### config.mk
export PLATFORM = sky130hd
export DESIGN_NAME = skew_bp
export DESIGN_NICKNAME = d
export VERILOG_FILES = /design/src/rtl/bp_pkg.sv /design/src/rtl/bp_table.sv /design/src/rtl/bp_update_ctl.sv /design/src/rtl/skew_bp.sv
export SDC_FILE = /design/constraint.sdc
export NUM_CORES = 2
export LEC_CHECK = 0
export BUFFER_PORTS_ARGS = -buffer_cell sky130_fd_sc_hd__buf_4
export CAP_MARGIN = 15
export CELL_PAD_IN_SITES_DETAIL_PLACEMENT = 1
export CELL_PAD_IN_SITES_GLOBAL_PLACEMENT = 1
export CORE_ASPECT_RATIO = 0.75
export CORE_MARGIN = 4
export CORE_UTILIZATION = 45
export DETAILED_ROUTE_END_ITERATION = 7
export GPL_ROUTABILITY_DRIVEN = 1
export PLACE_DENSITY_LB_ADDON = 0.1
export SYNTH_ARGS = -nofsm -noshare
export SYNTH_HDL_FRONTEND = slang
export SYNTH_SLANG_ARGS = --single-unit
### constraint.sdc
create_clock -name clk -period 5.3 [get_ports clk]
set_clock_uncertainty 0.05 [all_clocks]
set_input_delay 1.06 -clock clk [delete_from_list [all_inputs] [get_ports clk]]
set_output_delay 1.06 -clock clk [all_outputs]
set_load 0.02 [all_outputs]
### src/rtl/bp_pkg.sv
package bp_pkg;

    typedef enum logic [1:0] {
        UPD_NONE   = 2'd0,
        UPD_STRONG = 2'd1,
        UPD_STEP   = 2'd2
    } upd_mode_e;

    typedef struct packed {
        logic bim;
        logic g0;
        logic g1;
        logic meta;
    } comp_bits_t;

    function automatic logic majority3(input logic a, input logic b, input logic c);
        return (a & b) | (a & c) | (b & c);
    endfunction

    // Address low bits XOR the folded first hlen history bits.
    function automatic logic [31:0] fold_index(input logic [31:0] pc,
                                               input logic [31:0] hist,
                                               input int unsigned hlen,
                                               input int unsigned w);
        logic [31:0] idx;
        idx = pc & ((32'd1 << w) - 32'd1);
        for (int unsigned i = 0; i < 32; i++) begin
            if (i < hlen) idx[i % w] = idx[i % w] ^ hist[i];
        end
        return idx;
    endfunction

endpackage

### src/rtl/bp_table.sv
module bp_table
    import bp_pkg::*;
#(
    parameter int IDX_W    = 8,
    parameter int SHARE_LG = 0
) (
    input  logic             clk,
    input  logic             rst,
    input  logic [IDX_W-1:0] rd_idx,
    output logic             rd_bit,
    input  upd_mode_e        up_mode,
    input  logic [IDX_W-1:0] up_idx,
    input  logic             up_p,
    input  logic             up_dir
);
    localparam int ENTRIES   = 1 << IDX_W;
    localparam int H_W       = IDX_W - SHARE_LG;
    localparam int H_ENTRIES = 1 << H_W;

    logic [ENTRIES-1:0]   pred_q;
    logic [H_ENTRIES-1:0] hyst_q;
    logic [H_W-1:0]       hidx;

    assign hidx   = up_idx[IDX_W-1:SHARE_LG];
    assign rd_bit = pred_q[rd_idx];

    always_ff @(posedge clk) begin
        if (rst) begin
            pred_q <= '0;
            hyst_q <= '0;
        end else if (up_mode == UPD_STRONG) begin
            hyst_q[hidx] <= 1'b1;
        end else if (up_mode == UPD_STEP) begin
            if (up_p == up_dir)    hyst_q[hidx]   <= 1'b1;
            else if (hyst_q[hidx]) hyst_q[hidx]   <= 1'b0;
            else                   pred_q[up_idx] <= up_dir;
        end
    end

    // a strengthening write leaves the prediction bit alone
    a_r5_strong_keeps_pred: assert property (@(posedge clk) disable iff (rst)
        (up_mode == UPD_STRONG) |=> pred_q[$past(up_idx)] == $past(pred_q[up_idx]));

    // a wrong, strong counter keeps its prediction bit
    a_r6_strong_holds: assert property (@(posedge clk) disable iff (rst)
        (up_mode == UPD_STEP && up_p != up_dir && hyst_q[hidx])
        |=> pred_q[$past(up_idx)] == $past(pred_q[up_idx]) && !hyst_q[$past(hidx)]);

    // a wrong, weak counter adopts the outcome
    a_r6_weak_flips: assert property (@(posedge clk) disable iff (rst)
        (up_mode == UPD_STEP && up_p != up_dir && !hyst_q[hidx])
        |=> pred_q[$past(up_idx)] == $past(up_dir));

endmodule

### src/rtl/bp_update_ctl.sv
module bp_update_ctl
    import bp_pkg::*;
(
    input  logic       up_valid,
    input  logic       up_taken,
    input  comp_bits_t seen,
    output upd_mode_e  mode_bim,
    output upd_mode_e  mode_g0,
    output upd_mode_e  mode_g1,
    output upd_mode_e  mode_meta,
    output logic       meta_dir
);
    logic maj, final_dir, correct;

    assign maj       = majority3(seen.bim, seen.g0, seen.g1);
    assign final_dir = seen.meta ? maj : seen.bim;
    assign correct   = (final_dir == up_taken);
    assign meta_dir  = (maj == up_taken);

    always_comb begin
        mode_bim  = UPD_NONE;
        mode_g0   = UPD_NONE;
        mode_g1   = UPD_NONE;
        mode_meta = UPD_NONE;
        if (up_valid) begin
            if (correct) begin
                if (seen.meta) begin
                    if (seen.bim == up_taken) mode_bim = UPD_STRONG;
                    if (seen.g0  == up_taken) mode_g0  = UPD_STRONG;
                    if (seen.g1  == up_taken) mode_g1  = UPD_STRONG;
                end else begin
                    mode_bim = UPD_STRONG;
                end
            end else begin
                mode_bim = UPD_STEP;
                mode_g0  = UPD_STEP;
                mode_g1  = UPD_STEP;
            end
            if (seen.bim != maj) mode_meta = correct ? UPD_STRONG : UPD_STEP;
        end
    end

    // a correct prediction never requests a step
    always_comb begin
        if (up_valid && ((seen.meta ? majority3(seen.bim, seen.g0, seen.g1) : seen.bim) == up_taken))
            a_r5_no_step: assert (mode_bim != UPD_STEP && mode_g0 != UPD_STEP &&
                                  mode_g1 != UPD_STEP && mode_meta != UPD_STEP);
    end

    // chooser idle when bimodal and majority agree
    always_comb begin
        if (seen.bim == majority3(seen.bim, seen.g0, seen.g1))
            a_r7_meta_idle: assert (mode_meta == UPD_NONE);
    end

endmodule

### src/rtl/skew_bp.sv
module skew_bp
    import bp_pkg::*;
#(
    parameter int PC_W          = 16,
    parameter int HIST_W        = 24,
    parameter int BIM_IDX_W     = 6,
    parameter int TAB_IDX_W     = 8,
    parameter int BIM_HIST      = 4,
    parameter int G0_HIST       = 13,
    parameter int G1_HIST       = 21,
    parameter int META_HIST     = 17,
    parameter int BIM_SHARE_LG  = 0,
    parameter int G0_SHARE_LG   = 1,
    parameter int G1_SHARE_LG   = 0,
    parameter int META_SHARE_LG = 1
) (
    input  logic                 clk,
    input  logic                 rst,
    input  logic                 lk_valid,
    input  logic [PC_W-1:0]      lk_pc,
    input  logic [HIST_W-1:0]    lk_hist,
    output logic                 out_valid,
    output logic                 out_taken,
    output logic                 out_bim,
    output logic                 out_g0,
    output logic                 out_g1,
    output logic                 out_meta,
    output logic [BIM_IDX_W-1:0] out_idx_bim,
    output logic [TAB_IDX_W-1:0] out_idx_g0,
    output logic [TAB_IDX_W-1:0] out_idx_g1,
    output logic [TAB_IDX_W-1:0] out_idx_meta,
    input  logic                 up_valid,
    input  logic                 up_taken,
    input  logic                 up_bim,
    input  logic                 up_g0,
    input  logic                 up_g1,
    input  logic                 up_meta,
    input  logic [BIM_IDX_W-1:0] up_idx_bim,
    input  logic [TAB_IDX_W-1:0] up_idx_g0,
    input  logic [TAB_IDX_W-1:0] up_idx_g1,
    input  logic [TAB_IDX_W-1:0] up_idx_meta
);
    logic [31:0] pc32, hist32;
    logic [BIM_IDX_W-1:0] ix_bim;
    logic [TAB_IDX_W-1:0] ix_g0, ix_g1, ix_meta;
    comp_bits_t rd, seen;
    upd_mode_e  m_bim, m_g0, m_g1, m_meta;
    logic       meta_dir;

    assign pc32    = 32'(lk_pc);
    assign hist32  = 32'(lk_hist);
    assign ix_bim  = BIM_IDX_W'(fold_index(pc32, hist32, BIM_HIST,  BIM_IDX_W));
    assign ix_g0   = TAB_IDX_W'(fold_index(pc32, hist32, G0_HIST,   TAB_IDX_W));
    assign ix_g1   = TAB_IDX_W'(fold_index(pc32, hist32, G1_HIST,   TAB_IDX_W));
    assign ix_meta = TAB_IDX_W'(fold_index(pc32, hist32, META_HIST, TAB_IDX_W));

    assign seen = '{bim: up_bim, g0: up_g0, g1: up_g1, meta: up_meta};

    bp_update_ctl u_ctl (
        .up_valid (up_valid), .up_taken (up_taken), .seen (seen),
        .mode_bim (m_bim), .mode_g0 (m_g0), .mode_g1 (m_g1),
        .mode_meta(m_meta), .meta_dir (meta_dir)
    );

    bp_table #(.IDX_W(BIM_IDX_W), .SHARE_LG(BIM_SHARE_LG)) u_bim (
        .clk(clk), .rst(rst), .rd_idx(ix_bim), .rd_bit(rd.bim),
        .up_mode(m_bim), .up_idx(up_idx_bim), .up_p(up_bim), .up_dir(up_taken));

    bp_table #(.IDX_W(TAB_IDX_W), .SHARE_LG(G0_SHARE_LG)) u_g0 (
        .clk(clk), .rst(rst), .rd_idx(ix_g0), .rd_bit(rd.g0),
        .up_mode(m_g0), .up_idx(up_idx_g0), .up_p(up_g0), .up_dir(up_taken));

    bp_table #(.IDX_W(TAB_IDX_W), .SHARE_LG(G1_SHARE_LG)) u_g1 (
        .clk(clk), .rst(rst), .rd_idx(ix_g1), .rd_bit(rd.g1),
        .up_mode(m_g1), .up_idx(up_idx_g1), .up_p(up_g1), .up_dir(up_taken));

    bp_table #(.IDX_W(TAB_IDX_W), .SHARE_LG(META_SHARE_LG)) u_meta (
        .clk(clk), .rst(rst), .rd_idx(ix_meta), .rd_bit(rd.meta),
        .up_mode(m_meta), .up_idx(up_idx_meta), .up_p(up_meta), .up_dir(meta_dir));

    always_ff @(posedge clk) begin
        if (rst) begin
            out_valid    <= 1'b0;
            out_taken    <= 1'b0;
            out_bim      <= 1'b0;
            out_g0       <= 1'b0;
            out_g1       <= 1'b0;
            out_meta     <= 1'b0;
            out_idx_bim  <= '0;
            out_idx_g0   <= '0;
            out_idx_g1   <= '0;
            out_idx_meta <= '0;
        end else begin
            out_valid <= lk_valid;
            if (lk_valid) begin
                out_taken    <= rd.meta ? majority3(rd.bim, rd.g0, rd.g1) : rd.bim;
                out_bim      <= rd.bim;
                out_g0       <= rd.g0;
                out_g1       <= rd.g1;
                out_meta     <= rd.meta;
                out_idx_bim  <= ix_bim;
                out_idx_g0   <= ix_g0;
                out_idx_g1   <= ix_g1;
                out_idx_meta <= ix_meta;
            end
        end
    end

    // a result follows each accepted lookup
    a_r2_valid_after_lookup: assert property (@(posedge clk) disable iff (rst)
        lk_valid |=> out_valid);

    // no result without a lookup
    a_r2_quiet_without_lookup: assert property (@(posedge clk) disable iff (rst)
        !lk_valid |=> !out_valid);

    // with the chooser at 0 the final direction is the bimodal bit
    a_r4_bim_selected: assert property (@(posedge clk) disable iff (rst)
        (out_valid && !out_meta) |-> out_taken == out_bim);

endmodule

After elaboration in Yosys (flattened, before gate mapping). Cells that the tools add are included.

Reduce and logical (&&, ||, !) cells: 22. Div/mod/pow operators: 0. $add $sub $neg: 0. Multiplexer cells: 65. Multipliers: 0. Bitwise logic cells: 55. Shifts and indexed selects: 0. Equality and inequality tests: 15. Magnitude comparators: 16.

Operators by type and width (number): 2-to-1 mux 128 bit (8); 2-to-1 mux 256 bit (4); bitwise mux 256 bit (3); AND 128 bit (2); AND 256 bit (1); 2-to-1 mux 64 bit (4); NOT 128 bit (2); NOT 256 bit (1); bitwise OR 128 bit (2); bitwise OR 256 bit (1); AND 64 bit (1); bitwise mux 64 bit (1); NOT 64 bit (1); bitwise OR 64 bit (1); < comparator 8 x 9 -> 1 bit, second input constant (6); binary-select mux 1 bit (select 8 bit) (4); demux 1 bit (select 8 bit) (3); greater-or-equal comparator 8 x 1 -> 1 bit, second input constant (3); 2-to-1 mux 2 bit (11); bitwise XOR 1 bit (21); 2-to-1 mux 1 bit (20); < comparator 7 x 8 -> 1 bit, second input constant (2); AND reduction 4 bit (4); binary-select mux 1 bit (select 7 bit) (2); other kinds (17) (65).

Bits in latches: 0. Bits in registers: 1444. Output and inout port bits: 36. RAM bits: 0. Word-level logic and storage cells: 191. Input bits: 79. Memories: 0. Bits in read-only memories: 0.

Depth between registers and ports, before layout.
Word-level depth: 11. Mapped depth: 17. Gate-level depth less buffers: 12.

Cells and area by module. Synthesis repeated with hierarchy kept, for this count alone.

Cells, all modules: 8601. Area total of the unflattened synthesis: 76284.4 um2.

By module, submodules not included: bp_table at u_g1 (seq. area each 10249.8 um2, area each 24856.3 um2, instances 1, cells an instance 2714); bp_table at u_meta (seq. area each 7687.4 um2, area each 21275.4 um2, instances 1, cells an instance 2432); bp_table at u_g0 (seq. area each 7687.4 um2, area each 21117.8 um2, instances 1, cells an instance 2406); bp_table at u_bim (seq. area each 2562.5 um2, area each 7459.7 um2, instances 1, cells an instance 872); skew_bp (seq. area each 560.5 um2, area each 1338.8 um2, instances 1, cells an instance 142); bp_update_ctl (seq. area each 0.0 um2, area each 236.5 um2, instances 1, cells an instance 35).

Worst setup path after synthesis. No wires, ideal clock.

Path kind: in2reg. Start: input up_idx_g1[1]. End: register (tool-made name). Cell stages on the path: 15. Data required time: 5.118 ns. Buffers on the path: 7. Slack: 0.567 ns. Setup time: 0.132 ns. Data arrival time: 4.551 ns. Cell sequence: clkbuf_1 > buf_1 > clkbuf_1 > mux4_2 > mux4_2 > mux4_2 > a311oi_4 > a21oi_2 > buf_2 > buf_6 > and2_1 > clkbuf_1 > buf_2 > nand3_1 > a21oi_1.

RTL lines: from (decl) (line skew_bp.sv:40) `input logic [TAB_IDX_W-1:0] up_idx_g1,`.

Final worst setup path.
Start: input up_idx_g1[0]. End: register u_g1.pred_q[115].

Word-level cells in the longest chain between the ends: 5.

RTL lines: < comparator 8 x 9 -> 1 bit (not written as such) or greater-or-equal comparator 8 x 1 -> 1 bit (tied branches) (line bp_table.sv:36) `else pred_q[up_idx] <= up_dir;`; logical AND 1 bit (not written as such) (line bp_table.sv:36); 2-to-1 mux 1 bit (not written as such) (line bp_table.sv:36); demux 1 bit (select 8 bit); bitwise mux 256 bit (line bp_table.sv:36); to (signal, indexed assignment) (line bp_table.sv:36); to (decl) (line bp_table.sv:20) `logic [ENTRIES-1:0] pred_q;`.

Parallel ways exist; a longest one is shown, timed or not. The select of a mux whose other input is x is not followed. A chain may end at the register's enable or synchronous reset.

==> summary.md <==
| Metric | Value |
|---|---|
| Status | completed |
| # rows | around 120 |
| EDFF count, synth | 0 |
| RSZ-0062 raised after global routing | false |
| DRC viols | 0 |
| Post-layout util | 0.513 |
| Layout cells sized above 1 | 0.133 |
| PortBufs | slightly above 100 |
| P&R area growth vs syn | 12.7% |
| TritonCTS Buffers | 152 |
| Area share of the largest cell type after synthesis | 0.412 |
| Startpoint Class | primary input |
| Die Y | 349 um |
| Peak supply drop | 0.403 mV |
| H-tree lvl count | 4 |
| Worst Hold Class | reg -> reg |
| Routed wire length | 267000 um |
| CP Max Fanout | 16 |
| Yosys reg bits | 1436 |
| DRC violation total after the first TritonRoute iteration | between 6000 and 7000 |
| IO Count | 115 |
| # Post-CTS Setup Buffers | 0 |
| Number of global-route vias before repair | 66149 |
| Setup TNS | 0 ns |
| Synth cell types | 82 |
| Max Slew Vio Count | 0 |
| Core area | 153000 um^2 |
| First-pass GRT wire length | ~400000 um |
| Worst Setup SP | up_idx_g1[0] |
| Main flop type after synthesis | dfxtp_1 |
| 1st-pass router iterations | 6 |
| DR WL/cell | 26.2 um |
| Max_cap viols | 0 |
| Largest net degree at the start of global routing | 257 |
| Slew HR | 0.115 |
| Tot GR Track Use | 0.318 |
| Post-synthesis sequential area ratio | 0.412 |
| Filler Cell Count | 17781 |
| CP endpoint kind | flop |
| Die Wd | between 400 and 500 um |
| Die area | 162000 um^2 |
| Fin nets | around 8200 |
| Mapped Avg Cell Area | 8.38 um^2 |
| CTS tree | done |
| Clock transition at path regs | 0.06 ns |
| Gp weighted congestion | 0.859 |
| Total number of vias | 65800 |
| DR vias/cell | ~6.4 |
| Yosys warnings | 0 |
| CTS Hold Bufs | 0 |
| Initial antenna violation count | 10 |
| Slew of the pin with the lowest slew margin | 1.33 ns |
| Fin crit period | 4.44 ns |
| Antenna viol nets, final | 0 |
| Final setup viols | 0 |
| Main area contributors after synthesis | dfxtp_1 (41%), mux4_2 (7.6%), o21ai_0 (7.3%) |
| GRT Residual Overflow | 0 |
| Synth area leader | dfxtp_1 |
| Final period util | 0.838 |
| Syn nets | 8409 |
| Netlist area before placement | 69800 um^2 |
| Critical path class | in -> reg |
| Worst EP required | a little under 6 ns |
| Power per cell area | 313 nW/um^2 |
| Final Hold Fails | 0 |
| Initial Util | 0.455 |
| Async SR Flop Fraction | 0 |
| Static Leak | approximately 25 nW |
| DPL Wire Length | 165000 um |
| Max Fclk | 0.225 GHz |
| Post-Syn Instances | about 8300 |
| CTS resizes | 0 |
| TritonCTS Sinks | 1436 |
| Clock root cell | clkbuf_16 |
| Crit path arrival time | 5.04 ns |
| Clock Latency Late Sink | around 0.82 ns |
| Longest Clk Path Bufs | 3 |
## per-stage QoR
| step | total power, W | setup slack [ns] | std cells | area (um^2) | hold WS (ns) |
|---|---|---|---|---|---|
| after floorplan | 0.0128 | 0.567 | 8328 | 69800 | 0.382 |
| after global placement | 0.0141 | 0.198 | 9931 | 73700 | 0.391 |
| after detailed placement | 0.0141 | 0.157 | 9933 | 73800 | 0.400 |
| after CTS | 0.0247 | 0.963 | 10202 | 78600 | 0.408 |
| after global routing | 0.0253 | 0.743 | 10215 | 78700 | 0.422 |
| final | 0.0246 | 0.861 | 10216 | 78700 | 0.407 |
## power breakdown
group	total, W	switching [W]	leakage [nW]	internal, W
Clock	0.0107	0.00468	2.37	0.00601
Sequential	0.0108	0.0000161	11.6	0.0108
Combinational	0.00309	0.00225	11.3	0.000832
Total	0.0246	0.00695	25.3	0.0177
## cells in the mapped netlist, drive strengths merged (13+ instances only)
master  number
nor2       521
nand3      928
nor2b      352
a32oi       15
a311oi      64
o31ai      320
inv         17
nand4       29
a22oi       77
or3         13
o21ai     1075
mux4       236
a211oi      26
xnor2       28
dfxtp     1436
and2        24
a21oi      925
nand2b      86
mux2i      294
mux2        38
clkbuf     710
a221oi      45
nor3        61
nor4        16
a31oi       27
nand2      642
buf        175
## cell usage in the layout (no fill, tap or decap), types with 11 or more instances in the layout
| master | n |
|---|---|
| a211oi_1 | 25 |
| a21oi_1 | 924 |
| a221o_1 | 12 |
| a221oi_1 | 45 |
| a22oi_1 | 77 |
| a311oi_1 | 63 |
| a31oi_1 | 27 |
| a32oi_1 | 15 |
| and2_1 | 23 |
| buf_12 | 73 |
| buf_4 | 398 |
| clkbuf_1 | 49 |
| clkbuf_16 | 158 |
| clkbuf_8 | 28 |
| clkinv_2 | 21 |
| dfxtp_1 | 1436 |
| inv_1 | 17 |
| mux2_2 | 38 |
| mux2i_1 | 294 |
| mux4_2 | 236 |
| nand2_1 | 634 |
| nand2b_1 | 83 |
| nand3_1 | 927 |
| nand4_1 | 29 |
| nor2_1 | 490 |
| nor2_2 | 21 |
| nor2b_1 | 350 |
| nor3_1 | 27 |
| nor3_2 | 34 |
| o211ai_1 | 11 |
| o21ai_0 | 1019 |
| o21ai_1 | 56 |
| o31ai_1 | 320 |
| or3_1 | 13 |
| xnor2_1 | 20 |
## metal layers
layer  vias up  track usage  wire (um)
li1      29630            -          -
met1     33457        0.446     120000
met2      2269        0.503     121000
met3       444       0.0523      18500
met4         0        0.102       7700
met5         -            0          0
## area by class of cell
type,instances,area (um^2),area share
multi-input combinational,5988,37900,0.482
clock inverter,34,303,0.00385
tap,2016,2520,0.0321
sequential,1436,28700,0.365
timing repair buffer,481,4580,0.0582
clock buffer,235,4520,0.0575
inverter,19,71.3,0.000906
antenna,7,17.5,0.000223
## path summary, 6_finish.rpt
check                     endpoint  slack [ns]  cells past startpoint
setup / recovery  u_g1.pred_q[115]        0.86                     12
hold / removal                flop        0.41                      2
setup reg to reg  u_g0.pred_q[148]        1.28                     12
hold reg to reg               flop        0.41                      2
## cells by family after synthesis
kind of cell,after synthesis,share of synthesized area
muxes,568,0.124
buffers and inverters,904,0.0515
AOI/OAI and AO/OA,2666,0.219
xor gates and xnor gates,45,0.00742
adders and majority gates,3,0.000502
and+or+nand+nor,2706,0.186
DFF,1436,0.412
## worst max-delay path, stage by stage
cell	delay, ns
buf_4	0.26
buf_12	0.22
mux4_2	0.52
mux4_2	0.56
mux4_2	0.52
a22o_1	0.25
a311oi_4	0.37
and3_1	0.26
buf_12	0.16
nand2_1	0.32
o21ai_0	0.37
a21oi_1	0.12
(Power assumes the default switching activity.)
